[config.mk]
export PLATFORM = sky130hd
export DESIGN_NAME = ctr_timer_channel
export DESIGN_NICKNAME = d
export VERILOG_FILES = /design/src/rtl/ctr_timer_channel.sv
export SDC_FILE = /design/constraint.sdc
export NUM_CORES = 1
export LEC_CHECK = 0
export ABC_CLOCK_PERIOD_IN_PS = 11200
export BUFFER_PORTS_ARGS = -buffer_cell sky130_fd_sc_hd__buf_2
export CAP_MARGIN = 5
export CELL_PAD_IN_SITES_DETAIL_PLACEMENT = 0
export CELL_PAD_IN_SITES_GLOBAL_PLACEMENT = 1
export CORE_MARGIN = 2
export CORE_UTILIZATION = 40
export CTS_CLUSTER_SIZE = 28
export DETAILED_ROUTE_END_ITERATION = 10
export PLACE_DENSITY_LB_ADDON = 0.1
export SYNTH_ARGS = -nofsm -noshare
export SYNTH_HDL_FRONTEND = slang
export SYNTH_SLANG_ARGS = --single-unit
[constraint.sdc]
create_clock -name clk -period 11.2 [get_ports clk]
set_input_delay 1.68 -clock clk [delete_from_list [all_inputs] [get_ports clk]]
set_output_delay 1.68 -clock clk [all_outputs]
set_load 0.05 [all_outputs]
[src/rtl/ctr_timer_channel.sv]
module ctr_timer_channel #(
  parameter int CNT_W       = 36,
  parameter int SYNC_STAGES = 2
) (
  input  logic             clk,
  input  logic             rst_n,
  input  logic             bus_wr,
  input  logic [1:0]       bus_addr,
  input  logic [CNT_W-1:0] bus_wdata,
  output logic [CNT_W-1:0] bus_rdata,
  input  logic             cnt_in,
  output logic             cnt_out,
  output logic             tc_evt
);
  localparam int CTRL_W = 5;
  localparam logic [CNT_W-1:0] CNT_MAX = {CNT_W{1'b1}};
  localparam logic [CNT_W-1:0] CNT_ONE = CNT_W'(1);

  logic [CTRL_W-1:0]  ctrl_q;
  logic [CNT_W-1:0]   load_q, per_q, cnt_q, shadow_q;
  logic [SYNC_STAGES:0] sync_q;
  logic               out_q, tc_q;
  logic               en, up, src_ext, div_mode, square;
  logic               wr_load, wr_ctrl, wr_latch;
  logic               rise, tick, term, sq_hi;
  logic [CNT_W-1:0]   cnt_nxt, per_nxt;

  assign {square, div_mode, src_ext, up, en} = ctrl_q;

  assign wr_load  = bus_wr && (bus_addr == 2'd0);
  assign wr_ctrl  = bus_wr && (bus_addr == 2'd1);
  assign wr_latch = bus_wr && (bus_addr == 2'd2);

  assign rise = sync_q[SYNC_STAGES-1] & ~sync_q[SYNC_STAGES];
  assign tick = en & (src_ext ? rise : 1'b1);
  assign term = div_mode ? (cnt_q <= CNT_ONE)
                         : (up ? (cnt_q == CNT_MAX) : (cnt_q == '0));

  always_comb begin
    cnt_nxt = cnt_q;
    per_nxt = per_q;
    if (tick) begin
      if (div_mode) begin
        if (term) begin
          cnt_nxt = load_q;
          per_nxt = load_q;
        end else begin
          cnt_nxt = cnt_q - CNT_ONE;
        end
      end else if (up) begin
        cnt_nxt = cnt_q + CNT_ONE;
      end else begin
        cnt_nxt = cnt_q - CNT_ONE;
      end
    end
  end

  assign sq_hi = cnt_nxt > (per_nxt >> 1);

  always_ff @(posedge clk or negedge rst_n) begin
    if (!rst_n) begin
      ctrl_q   <= '0;
      load_q   <= '0;
      per_q    <= '0;
      cnt_q    <= '0;
      shadow_q <= '0;
      sync_q   <= '0;
      out_q    <= 1'b0;
      tc_q     <= 1'b0;
    end else begin
      sync_q <= {sync_q[SYNC_STAGES-1:0], cnt_in};
      tc_q   <= tick & term;
      if (!en)
        out_q <= 1'b0;
      else if (!square)
        out_q <= tick & term;
      else if (div_mode)
        out_q <= sq_hi;
      else
        out_q <= out_q ^ (tick & term);
      if (wr_ctrl)
        ctrl_q <= bus_wdata[CTRL_W-1:0];
      if (wr_latch)
        shadow_q <= cnt_q;
      if (wr_load) begin
        load_q <= bus_wdata;
      end
      if (wr_load && !en) begin
        cnt_q <= bus_wdata;
        per_q <= bus_wdata;
      end else begin
        cnt_q <= cnt_nxt;
        per_q <= per_nxt;
      end
    end
  end

  always_comb begin
    case (bus_addr)
      2'd0:    bus_rdata = load_q;
      2'd1:    bus_rdata = {{(CNT_W-CTRL_W){1'b0}}, ctrl_q};
      2'd2:    bus_rdata = shadow_q;
      default: bus_rdata = '0;
    endcase
  end

  assign cnt_out = out_q;
  assign tc_evt  = tc_q;
endmodule


==> out/metrics.cfg <==
[status]
status = complete, no violations

[global_route]
grt_pass1_wl_mm = 53.52
grt_overflow_total = 0
grt_max_degree = 94
antenna_found_initial = 0
grt_pass1_vias = 8849
grtUsageTotal_pct = 24.65

[routing]
drt_iter0_drc = 655
drcViolationCount = 0
wirelength_mm = 33.60
vias = 9108
drt_pass1_iterations = 5
viasPerCell = 5.903
final_antenna_net_count = 0
routedWlPerCell_um = 21.78

[yosys]
synth_edf_count = 0
synth-seq-cells = 153
syn-instance-count = 1186
syn-num-nets = 1266
async_reset_ff_share_pct = 100.0
synth_area_um2 = 10580
synth_flop_cell = dfrtp_1
avgSynthCellArea_um2 = 8.921
ys_seq_area_share_pct = 36.19
ys_warn_count = 0
yosysUniqueCellTypes = 78

[sta]
slew_headroom_pct = 32.20
max_freq_mhz = 174.8
clock_skew_ps = 12.43
finalWorstSetupSlack_ps = 5480
period_share_pct = 51.07
period_needed_ps = 5720
finalSetupViolCount = 0
tightest_slew_ps = 1017
rsz0062_at_grt = false
slew_violations = 0
tns_ps = 0
hold_viol_final = 0

[critical_path]
cpMostUsedCell = a31oi_1
rr_worst_depth = 13
reg2reg_to = cnt_out
r2r-start = cnt_q[12]
reg2reg_slack_ps = 5480
start_kind = flop
crit_arrival_ps = 6080
critical_path_class = flop to flop
cp.required_ps = 11560
path_max_fanout = 37
cp.depth = 13
critPathMaxStageDelay_ps = 750
slowest_stage = or4_1
end_kind = flop
cp.buffers_inverters = 0
path_delay_family = simple AND/OR/NAND/NOR gates
path_cells = or4_1 > or4_4 > nor4_4 > nand2_4 > mux2i_1 > ha_1 > nand4_1 > nor3_1 > nor3b_1 > a221oi_1 > a31oi_1 > o211ai_1 > a31oi_1

[clock_network]
tritoncts = done
cts_hold_buf = 0
post_cts_buffers = 0
h-tree-depth = 4
cts_num_sinks = 153
cts_max_path_buffers = 2
cts-resized-gates = 0
clk_latency_ps = 440
cts-root-buf = clkbuf_16
path_clk_slew_ps = 70
cts_made_buffers = 17

[placed_design]
pre_cts_slack_ps = 5604
hpwl_mm = 22.67
finalWeightedCongestion = 0.8813
numPortBuffers = 79
dp.cells = 1511

[job]
maxCapViolCount = 0

[die]
core_area_um2 = 25980
num_rows = 59
die_y_um = 166.6
die_w_um = 166.6
start_util_pct = 40.72
io_pins = 80
die_area_um2 = 27770

[final_layout]
layout_commonest_cell = dfrtp_1
syn_to_final_growth_pct = 10.51
fillers = 2609
antenna_cells = 0
drive_above_1_share_pct = 20.12
final_nets = 1275
fin_cells = 1543
final_cell_mix = dfrtp_1 (152), nor2_1 (136), a21oi_1 (92)

[power]
vdd_drop_max_uv = 107.6
p_leak_nw = 5.051
p_per_area_nw_per_um2 = 219.8

[hold_path]
hp-class = flop to flop
min-delay-start = sync_q[0]
hold-path-cell-count = 0
holdPathEnd = sync_q[1]

-- registers in the layout, summed over array words and instances (netlist names) --
| register | flops |
|---|---|
| cnt_out | 1 |
| cnt_q | 36 |
| ctrl_q | 5 |
| load_q | 36 |
| per_q | 35 |
| shadow_q | 36 |
| sync_q | 3 |
| tc_evt | 1 |
-- final cells by class --
cell class	instances	area (µm²)	area share, %
Timing Repair Buffer	94	514.2	4.398
Sequential cell	153	3830	32.76
Clock inverter	13	131.4	1.124
Multi-Input combinational cell	917	6300	53.88
Inverter	12	45.04	0.3852
Tap cell	335	419.2	3.585
Clock buffer	19	452.9	3.874
-- synthesized netlist by cell type, drive strengths merged, types with 4 or more instances --
master / instances / share of area, %
nor3: 31 / 1.5
nand4: 23 / 1.4
o41ai: 9 / 0.92
nor3b: 4 / 0.28
mux2i: 80 / 7.6
o221ai: 4 / 0.33
a31oi: 15 / 0.89
or2: 8 / 0.47
nand2: 93 / 3.4
a32oi: 4 / 0.33
o21ai: 48 / 2.3
clkbuf: 86 / 3.1
dfrtp: 153 / 36
a21boi: 5 / 0.35
nand3: 41 / 1.9
o31ai: 6 / 0.43
o211ai: 5 / 0.35
a211oi: 7 / 0.54
nor2: 136 / 4.8
or4: 13 / 1.0
and2: 4 / 0.24
o22ai: 14 / 0.89
a21o: 4 / 0.28
inv: 11 / 0.39
or3: 12 / 0.71
and4: 7 / 0.58
xor2: 10 / 0.83
nor2b: 6 / 0.35
mux2: 87 / 9.3
nand2b: 10 / 0.59
xnor2: 17 / 1.4
and3: 12 / 0.71
nor4: 23 / 1.7
a211o: 4 / 0.33
a21oi: 92 / 4.4
ha: 38 / 4.5
buf: 18 / 1.1
a22oi: 4 / 0.33
-- where the power goes --
| part | internal (mW) | switching (mW) | total [mW] |
|---|---|---|---|
| registers | 0.718 | 0.255 | 0.973 |
| logic | 0.411 | 0.594 | 1.00 |
| clock network | 0.325 | 0.267 | 0.592 |
| total | 1.45 | 1.12 | 2.57 |
-- kinds of logic (layout without fill, tap and decap cells) --
group / Yosys count / after routing / share of synthesized area, %
simple gates: 430 / 430 / 20.22
compound gates: 255 / 255 / 15.49
mux: 167 / 167 / 16.83
flops: 153 / 153 / 36.19
buf+inv: 116 / 138 / 4.541
fa+ha+maj: 38 / 38 / 4.494
xor+xnor: 27 / 27 / 2.235
-- routing by layer --
layer / share of wire [%] / track usage [%]
met1: 50 / 37.25
met2: 43 / 36.90
met4: 2.3 / 7.084
met3: 4.9 / 3.089
met5: 0 / 0
-- worst max path at each step --
stage                      startpoint  slack (ps)            end
after CTS                   cnt_q[12]        5570        cnt_out
after global routing        cnt_q[12]        5120        cnt_out
final                       cnt_q[12]        5480        cnt_out
after floorplan           bus_addr[1]        6200  bus_rdata[10]
after global placement      cnt_q[12]        5810        cnt_out
after detailed placement    cnt_q[12]        5600        cnt_out
-- stage by stage --
step / hold slack, ps / total power [mW] / cell area (µm²) / util (%)
after detailed placement: 335.6 / 1.976 / 11110 / 42.75
after CTS: 351.1 / 2.578 / 11690 / 45.00
after global routing: 358.4 / 2.763 / 11690 / 45.00
after global placement: 337.3 / 1.972 / 11110 / 42.75
after floorplan: 331.2 / 1.689 / 10580 / -
final: 350.4 / 2.570 / 11690 / 45.00
No activity file was read; power rests on OpenSTA's default activity.
